`src/rtl/t3fr_pkg.sv`:
```
package t3fr_pkg;

  typedef enum logic [1:0] {
    MODE_NORMAL = 2'd0,
    MODE_IDLE   = 2'd1,
    MODE_AIS    = 2'd2,
    MODE_THRU   = 2'd3
  } tx_mode_e;

  // pass-through wins, then AIS, then idle
  function automatic tx_mode_e pick_mode(input logic thru, input logic ais, input logic idle);
    if (thru)      return MODE_THRU;
    else if (ais)  return MODE_AIS;
    else if (idle) return MODE_IDLE;
    else           return MODE_NORMAL;
  endfunction

endpackage

```
`src/rtl/t3fr_position.sv`:
```
module t3fr_position #(
  parameter int SUBFRAMES = 7,
  parameter int BLOCKS    = 8,
  parameter int INFO_BITS = 84,
  localparam int BLK_LEN  = INFO_BITS + 1,
  localparam int SF_W     = $clog2(SUBFRAMES),
  localparam int BLK_W    = $clog2(BLOCKS),
  localparam int BIT_W    = $clog2(BLK_LEN)
) (
  input  logic             clk,
  input  logic             rst,
  input  logic             adv,
  output logic [SF_W-1:0]  sf_idx,
  output logic [BLK_W-1:0] blk_idx,
  output logic [BIT_W-1:0] bit_idx,
  output logic             at_ovh,
  output logic             at_sf_first,
  output logic             at_frame_first,
  output logic             at_frame_last
);

  localparam logic [SF_W-1:0]  LAST_SF  = SF_W'(SUBFRAMES - 1);
  localparam logic [BLK_W-1:0] LAST_BLK = BLK_W'(BLOCKS - 1);
  localparam logic [BIT_W-1:0] LAST_BIT = BIT_W'(BLK_LEN - 1);

  always_ff @(posedge clk) begin
    if (rst) begin
      sf_idx  <= '0;
      blk_idx <= '0;
      bit_idx <= '0;
    end else if (adv) begin
      if (bit_idx == LAST_BIT) begin
        bit_idx <= '0;
        if (blk_idx == LAST_BLK) begin
          blk_idx <= '0;
          sf_idx  <= (sf_idx == LAST_SF) ? '0 : sf_idx + 1'b1;
        end else begin
          blk_idx <= blk_idx + 1'b1;
        end
      end else begin
        bit_idx <= bit_idx + 1'b1;
      end
    end
  end

  assign at_ovh         = (bit_idx == '0);
  assign at_sf_first    = at_ovh && (blk_idx == '0);
  assign at_frame_first = at_sf_first && (sf_idx == '0);
  assign at_frame_last  = (bit_idx == LAST_BIT) && (blk_idx == LAST_BLK) && (sf_idx == LAST_SF);

  AST_POS_RANGE: assert property (@(posedge clk) disable iff (rst)
    (bit_idx <= LAST_BIT) && (blk_idx <= LAST_BLK) && (sf_idx <= LAST_SF));

  AST_FRAME_WRAP: assert property (@(posedge clk) disable iff (rst)
    (adv && at_frame_last) |=> at_frame_first);

  AST_POS_HOLD: assert property (@(posedge clk) disable iff (rst)
    !adv |=> $stable(bit_idx) && $stable(blk_idx) && $stable(sf_idx));

endmodule

```
`src/rtl/t3fr_parity.sv`:
```
module t3fr_parity (
  input  logic clk,
  input  logic rst,
  input  logic adv,
  input  logic take,
  input  logic bit_in,
  input  logic frame_last,
  output logic par_prev
);

  logic acc;

  always_ff @(posedge clk) begin
    if (rst) begin
      acc      <= 1'b0;
      par_prev <= 1'b0;
    end else if (adv) begin
      if (frame_last) begin
        par_prev <= acc ^ (take & bit_in);
        acc      <= 1'b0;
      end else if (take) begin
        acc <= acc ^ bit_in;
      end
    end
  end

  AST_PAR_RESTART: assert property (@(posedge clk) disable iff (rst)
    (adv && frame_last) |=> !acc);

  AST_PAR_STEADY: assert property (@(posedge clk) disable iff (rst)
    !(adv && frame_last) |=> $stable(par_prev));

endmodule

```
`src/rtl/t3fr_pattern.sv`:
```
module t3fr_pattern (
  input  logic clk,
  input  logic rst,
  input  logic adv,
  input  logic info,
  input  logic frame_first,
  output logic ais_bit,
  output logic idle_bit
);

  logic [1:0] phase;

  always_ff @(posedge clk) begin
    if (rst) begin
      phase <= '0;
    end else if (adv) begin
      if (frame_first)
        phase <= '0;
      else if (info)
        phase <= phase + 1'b1;
    end
  end

  assign ais_bit  = ~phase[0];
  assign idle_bit = ~phase[1];

  AST_PAT_RESTART: assert property (@(posedge clk) disable iff (rst)
    (adv && frame_first) |=> (ais_bit && idle_bit));

  AST_PAT_STEP: assert property (@(posedge clk) disable iff (rst)
    (adv && info && !frame_first) |=> (ais_bit != $past(ais_bit)));

endmodule

```
`src/rtl/t3_mframe_tx.sv`:
```
module t3_mframe_tx
  import t3fr_pkg::*;
#(
  parameter int   SUBFRAMES = 7,
  parameter int   BLOCKS    = 8,
  parameter int   INFO_BITS = 84,
  parameter logic C_FILL    = 1'b1,
  localparam int  BLK_LEN   = INFO_BITS + 1,
  localparam int  SF_W      = $clog2(SUBFRAMES),
  localparam int  BLK_W     = $clog2(BLOCKS),
  localparam int  BIT_W     = $clog2(BLK_LEN)
) (
  input  logic clk,
  input  logic rst,
  input  logic bit_en,
  input  logic pay_bit,
  input  logic ais_en,
  input  logic rai_en,
  input  logic idle_en,
  input  logic thru_en,
  output logic line_bit,
  output logic pay_req,
  output logic frame_start,
  output logic subframe_start
);

  // subframe slots of the block-0 overhead bit
  localparam logic [SF_W-1:0]  SF_P_FIRST  = SF_W'(2);
  localparam logic [SF_W-1:0]  SF_M_FIRST  = SF_W'(4);
  localparam logic [SF_W-1:0]  SF_M_ONE    = SF_W'(5);
  localparam logic [SF_W-1:0]  SF_IDLE_C   = SF_W'(2);
  localparam logic [BLK_W-1:0] BLK_F_FIRST = BLK_W'(1);
  localparam logic [BLK_W-1:0] BLK_F_LAST  = BLK_W'(BLOCKS - 1);

  logic [SF_W-1:0]  sf_idx;
  logic [BLK_W-1:0] blk_idx;
  logic [BIT_W-1:0] bit_idx;
  logic at_ovh, at_sf_first, at_frame_first, at_frame_last;
  logic par_prev, ais_bit, idle_bit;
  logic ovh_val, info_val, next_bit;
  tx_mode_e mode;

  t3fr_position #(
    .SUBFRAMES (SUBFRAMES),
    .BLOCKS    (BLOCKS),
    .INFO_BITS (INFO_BITS)
  ) pos_i (
    .clk            (clk),
    .rst            (rst),
    .adv            (bit_en),
    .sf_idx         (sf_idx),
    .blk_idx        (blk_idx),
    .bit_idx        (bit_idx),
    .at_ovh         (at_ovh),
    .at_sf_first    (at_sf_first),
    .at_frame_first (at_frame_first),
    .at_frame_last  (at_frame_last)
  );

  t3fr_parity par_i (
    .clk        (clk),
    .rst        (rst),
    .adv        (bit_en),
    .take       (!at_ovh),
    .bit_in     (next_bit),
    .frame_last (at_frame_last),
    .par_prev   (par_prev)
  );

  t3fr_pattern pat_i (
    .clk         (clk),
    .rst         (rst),
    .adv         (bit_en),
    .info        (!at_ovh),
    .frame_first (at_frame_first),
    .ais_bit     (ais_bit),
    .idle_bit    (idle_bit)
  );

  assign mode = pick_mode(thru_en, ais_en, idle_en);

  always_comb begin
    if (blk_idx == '0) begin
      if (sf_idx < SF_P_FIRST)
        ovh_val = (mode == MODE_NORMAL) ? ~rai_en : 1'b1;   // X
      else if (sf_idx < SF_M_FIRST)
        ovh_val = par_prev;                                 // P
      else
        ovh_val = (sf_idx == SF_M_ONE);                     // M
    end else if (blk_idx[0]) begin
      ovh_val = (blk_idx == BLK_F_FIRST) || (blk_idx == BLK_F_LAST); // F
    end else begin
      unique case (mode)                                    // C
        MODE_AIS:  ovh_val = 1'b0;
        MODE_IDLE: ovh_val = (sf_idx == SF_IDLE_C) ? 1'b0 : C_FILL;
        default:   ovh_val = C_FILL;
      endcase
    end
  end

  always_comb begin
    unique case (mode)
      MODE_AIS:  info_val = ais_bit;
      MODE_IDLE: info_val = idle_bit;
      default:   info_val = pay_bit;
    endcase
  end

  assign next_bit = (mode == MODE_THRU) ? pay_bit : (at_ovh ? ovh_val : info_val);
  assign pay_req  = !at_ovh && (mode == MODE_NORMAL);

  always_ff @(posedge clk) begin
    if (rst) begin
      line_bit       <= 1'b0;
      frame_start    <= 1'b0;
      subframe_start <= 1'b0;
    end else if (bit_en) begin
      line_bit       <= next_bit;
      frame_start    <= at_frame_first;
      subframe_start <= at_sf_first;
    end
  end

  AST_HOLD_NO_EN: assert property (@(posedge clk) disable iff (rst)
    !bit_en |=> $stable(line_bit) && $stable(frame_start) && $stable(subframe_start));

  AST_THRU_FORWARD: assert property (@(posedge clk) disable iff (rst)
    (bit_en && thru_en) |=> (line_bit == $past(pay_bit)));

  AST_XBIT_RAI: assert property (@(posedge clk) disable iff (rst)
    (bit_en && !thru_en && !ais_en && !idle_en && at_sf_first && (sf_idx < SF_P_FIRST))
      |=> (line_bit == !$past(rai_en)));

  AST_FBIT_ONE: assert property (@(posedge clk) disable iff (rst)
    (bit_en && !thru_en && at_ovh && (blk_idx == BLK_F_FIRST)) |=> line_bit);

  AST_AIS_CBIT: assert property (@(posedge clk) disable iff (rst)
    (bit_en && ais_en && !thru_en && at_ovh && (blk_idx != '0) && !blk_idx[0]) |=> !line_bit);

  AST_REQ_INFO_ONLY: assert property (@(posedge clk) disable iff (rst)
    (bit_en && pay_req) |=> !subframe_start);

endmodule

```
`config.mk`:
```
export PLATFORM = sky130hd
export DESIGN_NAME = t3_mframe_tx
export DESIGN_NICKNAME = d
export VERILOG_FILES = /design/src/rtl/t3fr_pkg.sv /design/src/rtl/t3fr_position.sv /design/src/rtl/t3fr_parity.sv /design/src/rtl/t3fr_pattern.sv /design/src/rtl/t3_mframe_tx.sv
export SDC_FILE = /design/constraint.sdc
export NUM_CORES = 1
export LEC_CHECK = 0
export CAP_MARGIN = 20
export CORE_ASPECT_RATIO = 0.5
export CORE_MARGIN = 2
export CORE_UTILIZATION = 36
export DETAILED_ROUTE_END_ITERATION = 10
export PLACE_DENSITY = 0.51
export SKIP_CTS_REPAIR_TIMING = 1
export SLEW_MARGIN = 15
export SYNTH_ARGS = -nofsm -noshare
export SYNTH_HDL_FRONTEND = slang
export SYNTH_SLANG_ARGS = --single-unit
```
`constraint.sdc`:
```
create_clock -name clk -period 3.4 [get_ports clk]
set_input_delay 0.51 -clock clk [delete_from_list [all_inputs] [get_ports clk]]
set_output_delay 0.51 -clock clk [all_outputs]
set_load 0.01 [all_outputs]
```
==> flow_metrics.tcl, run 1 <==
set metrics [dict create \
    cts_buffer_depth 2 \
    ir_drop_v 0.000211 \
    dr.pass1.iters 4 \
    numClockSinks 20 \
    max_slew.worst_pin.slew_ns 0.831 \
    vias 998 \
    timing.final.ws_setup_ns 0.570 \
    clk_pin_slew_ns 0.08 \
    cp-startpoint "pos_i.bit_idx[0]$_SDFFE_PP0P_" \
    synth_nets 161 \
    async_flop_share 0 \
    finalSetupViolCount 0 \
    endpoint_kind "primary output" \
    hold_start "subframe_start$_SDFFE_PP0P_" \
    setup.worst_path.start_class "register" \
    grt_pass1_vias 975 \
    grt_pass1_wl_mm 4.29 \
    dieArea_um2 3840 \
    io_buffers 11 \
    htree_levels 1 \
    drt_first_iter_violations 18 \
    yosys_most_used_dff "dfxtp_1" \
    finalHoldViolations 0 \
    initial_core_util 0.389 \
    die_y_um 44.8 \
    yosysWarnings 0 \
    layout.nets 171 \
    syn-cell-area_um2 1200 \
    antenna_found_initial 0 \
    synth-seq-area-share 0.334 \
    syn_inst 143 \
    grt_setup_unrepaired "false" \
    status "completed" \
    wirelength_mm 2.45 \
    synthToLayoutAreaGrowth_pct 16.2 \
    r2r-start "pos_i.bit_idx[0]$_SDFFE_PP0P_" \
    grt_max_degree 22 \
    synth_cell_types 38 \
    syn_avg_cell_area_um2 8.39 \
    period_share 0.832 \
    vias_per_cell 5.20 \
    cts_buffers 3 \
    leakage_nw 0.508 \
    crit_path_max_fanout 4 \
    track_usage 0.147 \
    worstPathRequired_ns 2.89 \
    timing.fmax_mhz 353 \
    cts_tree "done" \
    place_ws_ns 0.573 \
    clockRootBuffer "clkbuf_8" \
    drc 0 \
    finClkSkew_ns 0.00257 \
    synth_seq_cells 20 \
    path_class "register to primary output" \
    fin_cells 192 \
    max_cap_viol_count 0 \
    fin_crit_ns 2.83 \
    final_layout_size_suffix_gt1_frac 0.0855 \
    whs_ns 0.465 \
    hp-class "register to register" \
    finalSetupTns_ns 0 \
    fin_util 0.452 \
    gr-total-overflow 0 \
    ant_nets 0 \
    dieWidth_um 85.6 \
    power_density_nw_per_um2 402 \
    diodes 0 \
    post_drt_wl_per_cell_um 12.8 \
    globalplace.congestion 0.736 \
    maxSlewHeadroom 0.444 \
    pin_count 12 \
    synth_edf_count 0 \
    dp_hpwl_mm 1.78 \
    worstPathArrival_ns 2.32 \
    placedCellCount 188 \
    core_um2 3080 \
    drv_slew 0 \
    rows 14 \
    clkLatencyLatePin_ns 0.26 \
]
## registers in the layout (all words and copies together) (netlist names)
signal,count
frame_start,1
line_bit,1
par_i.acc,1
par_i.par_prev,1
pat_i.phase,2
pos_i.bit_idx,7
pos_i.blk_idx,3
pos_i.sf_idx,3
subframe_start,1
## final cells by class
cell class | count | area [um^2]
Tap cell | 40 | 50.0
Timing Repair Buffer | 12 | 118
Sequential cell | 20 | 400
Inverter | 14 | 52.6
Clock buffer | 3 | 41.3
Clock inverter | 1 | 30.0
Fill cell | 318 | 1690
Multi-Input combinational cell | 102 | 702
## report_power, final
group / leakage [nW] / switching [mW] / internal (mW) / total (mW)
Clock: 0.0357 / 0.0837 / 0.157 / 0.241
Combinational: 0.310 / 0.0380 / 0.0348 / 0.0728
Sequential: 0.162 / 0.00531 / 0.241 / 0.246
Total: 0.508 / 0.127 / 0.433 / 0.560
## metal layers
metal  vias up  wire length, um  GRT usage
met3         2              106     0.0567
met2        12             1040      0.223
met5         -                0          0
li1        517                -          -
met4         0               12     0.0317
met1       467             1290      0.201
## stage by stage
stage	area, um^2	power, mW
floorplan	1200	0.300
global placement	1320	0.324
detailed placement	1320	0.324
CTS	1390	0.567
global route	1390	0.591
finish	1390	0.560
## cell families (layout without fill, tap and decap cells)
group | Yosys count | after routing | share of synthesized area
compound gates | 26 | 26 | 0.146
xor+xnor | 9 | 9 | 0.0657
fa+ha+maj | 10 | 10 | 0.104
buf+inv | 21 | 30 | 0.0813
flops | 20 | 20 | 0.334
simple gates | 57 | 57 | 0.269
## cell usage in the layout (no fill, tap or decap), drive strengths merged, types with 2 or more instances in the layout
| master | netlist | routed |
|---|---|---|
| or4 | 2 | 2 |
| a21oi | 10 | 10 |
| o221ai | 2 | 2 |
| o21ai | 4 | 4 |
| clkdlybuf4s50 | 0 | 11 |
| o2111ai | 2 | 2 |
| xor2 | 5 | 5 |
| clkbuf | 4 | 3 |
| or2 | 3 | 3 |
| nand3 | 9 | 9 |
| ha | 10 | 10 |
| nor3 | 8 | 8 |
| nand2 | 10 | 10 |
| xnor2 | 4 | 4 |
| nand4 | 3 | 3 |
| nor2 | 13 | 13 |
| nor4 | 2 | 2 |
| dfxtp | 20 | 20 |
| inv | 14 | 14 |
## Yosys cell counts (3+ instances only)
| cell | count | area share |
|---|---|---|
| nor2_1 | 13 | 0.041 |
| nand4_1 | 3 | 0.016 |
| inv_1 | 14 | 0.044 |
| o21ai_0 | 4 | 0.017 |
| nand2_1 | 10 | 0.031 |
| clkbuf_1 | 4 | 0.013 |
| nand3_1 | 9 | 0.038 |
| ha_1 | 10 | 0.10 |
| or2_2 | 3 | 0.016 |
| a21oi_1 | 10 | 0.042 |
| nor3_1 | 7 | 0.029 |
| dfxtp_1 | 20 | 0.33 |
| xor2_1 | 5 | 0.036 |
| xnor2_1 | 4 | 0.029 |
## worst paths after layout
| check | endpoint | slack, ns | cells after the start |
|---|---|---|---|
| setup / recovery | pay_req | 0.57 | 6 |
| hold / removal | subframe_start$_SDFFE_PP0P_ | 0.46 | 2 |
| setup reg to reg | line_bit$_SDFFE_PP0P_ | 1.35 | 8 |
| hold reg to reg | subframe_start$_SDFFE_PP0P_ | 0.46 | 2 |
## critical path, cell delays in order (launching register included)
cell	delay, ns
dfxtp_1	0.34
inv_1	0.08
ha_1	0.14
or3b_1	0.38
or4_4	0.46
and2_1	0.18
clkdlybuf4s50_1	0.48
(Power assumes the default switching activity.)
==> run 2, diff against run 1 <==
PLACE_DENSITY = 0.53   (was 0.51)
clock period = 2.4 ns   (was 3.4 ns; I/O delays follow)
==> run 2 against run 1 <==
Net effect: first-iteration DRC count grew to 2.8 times the previous value; sequential cell count unchanged; core utilization increased by 3.0 points; critical path depth unchanged; non-clock buffer count increased by 11; die area did not move; largest cell class unchanged.
==> flow_metrics.tcl, run 2 (synthesis results as in run 1) <==
set metrics [dict create \
    dieArea_um2 3840 \
    crit_chain "inv_2, ha_4, or3b_4, or4_4, and2_4, buf_6" \
    power_uw 738 \
    ant_nets 0 \
    dp_hpwl_mm 1.90 \
    globalplace.congestion 0.789 \
    wirelength_mm 2.51 \
    largest_reg_flops 7 \
    cts_buffer_depth 2 \
    cts_buffers 3 \
    crit_path_max_fanout 4 \
    fin_util 0.482 \
    cts_tree "done" \
    busiest_layer "met2" \
    worstPathRequired_ns 2.04 \
    hp-class "register to register" \
    clockRootBuffer "clkbuf_8" \
    rows 14 \
    grt_pass1_wl_mm 4.26 \
    drt_first_iter_violations 51 \
    period_share 0.983 \
    timing.final.ws_setup_ns 0.0414 \
    vias_per_cell 5.04 \
    switching_share 0.252 \
    place_ws_ns -0.123 \
    finClkSkew_ns 0.00260 \
    power_density_nw_per_um2 496 \
    use_met1 0.208 \
    dieWidth_um 85.6 \
    maxSlewHeadroom 0.745 \
    core_um2 3080 \
    finalSetupViolCount 0 \
    cp_slowest_cell "or4_4" \
    r2r-start "pos_i.bit_idx[0]$_SDFFE_PP0P_" \
    grt_max_degree 13 \
    clkLatencyLatePin_ns 0.26 \
    max_slew.worst_pin.slew_ns 0.382 \
    use_met3 0.0402 \
    pwr-share-seq 0.471 \
    largestRegisters "pos_i.bit_idx (7), pos_i.blk_idx (3), pos_i.sf_idx (3)" \
    finalSetupTns_ns 0 \
    initial_core_util 0.389 \
    die_y_um 44.8 \
    leakage_nw 0.560 \
    p_clk_frac 0.360 \
    timing.fmax_mhz 424 \
    final_layout_size_suffix_gt1_frac 0.202 \
    worst-path-buf-inv 2 \
    top_register "pos_i.bit_idx" \
    worstPathArrival_ns 2.00 \
    grt_pass1_vias 917 \
    antenna_found_initial 0 \
    whs_ns 0.464 \
    vias 1024 \
    max_stage_delay_ns 0.56 \
    internal_power_uw 552 \
    ir_drop_v 0.000182 \
    grt_setup_unrepaired "true" \
    endpoint_kind "primary output" \
    clk_pin_slew_ns 0.07 \
    hold_start "subframe_start$_SDFFE_PP0P_" \
    combPwrFrac 0.169 \
    cp-startpoint "pos_i.bit_idx[0]$_SDFFE_PP0P_" \
    mostFrequentLayoutCells "dfxtp_1 (19), inv_1 (12), nor2_1 (12), buf_4 (12)" \
    setup.worst_path.start_class "register" \
    synthToLayoutAreaGrowth_pct 23.9 \
    layout.nets 182 \
    finalHoldViolations 0 \
    gr-total-overflow 0 \
    status "completed" \
    pin_count 12 \
    path_class "register to primary output" \
    max_cap_viol_count 0 \
    fin_crit_ns 2.36 \
    critical-path-top-delay-family "simple AND/OR/NAND/NOR gates" \
    drc 0 \
    drv_slew 0 \
    dr.pass1.iters 4 \
    diodes 0 \
    met2_usage 0.214 \
    switching_power_uw 186 \
    post_drt_wl_per_cell_um 12.3 \
    htree_levels 1 \
    track_usage 0.147 \
    final_common_cell "dfxtp_1" \
    numClockSinks 20 \
    io_buffers 11 \
]
run 2: stage by stage:
stage	std cells	instance area, um^2
after floorplan	143	1200
after CTS	203	1460
after detailed placement	199	1410
after global placement	199	1410
after global routing	203	1490
final	203	1490
run 2: area by class of cell:
cell class / count / area (um^2)
well taps: 40 / 50.0
flip-flops and latches: 20 / 402
multi-input cells: 102 / 726
fillers: 314 / 1600
inverters: 14 / 52.6
repair buffers: 23 / 201
clock buffers: 4 / 55.1
run 2: routing by layer:
metal / wire (um) / vias up / share of wire
li1: - / 542 / -
met3: 124 / 4 / 0.050
met4: 38 / 0 / 0.015
met2: 970 / 17 / 0.39
met5: 0 / - / 0
met1: 1370 / 461 / 0.55
run 2: power by group through the flow:
| stage | registers [mW] | clock network (mW) | logic (mW) |
|---|---|---|---|
| 5_1_grt | 0.348 | 0.289 | 0.140 |
| 3_3_place_gp | 0.355 | 0 | 0.116 |
| 6_report | 0.347 | 0.266 | 0.125 |
| 4_1_cts | 0.347 | 0.276 | 0.117 |
| 2_1_floorplan | 0.357 | 0 | 0.0680 |
| 3_5_place_dp | 0.355 | 0 | 0.116 |
run 2: path summary, 6_finish.rpt:
check	endpoint	slack, ns	depth (start not counted)
setup / recovery	pay_req	0.04	6
hold / removal	subframe_start$_SDFFE_PP0P_	0.46	2
setup reg to reg	par_i.par_prev$_SDFFE_PP0P_	0.40	7
hold reg to reg	subframe_start$_SDFFE_PP0P_	0.46	2
run 2: worst min-delay path, stage by stage, from the launching register on:
cell	delay [ns]
dfxtp_1	0.31
nand2_1	0.06
a21oi_1	0.05
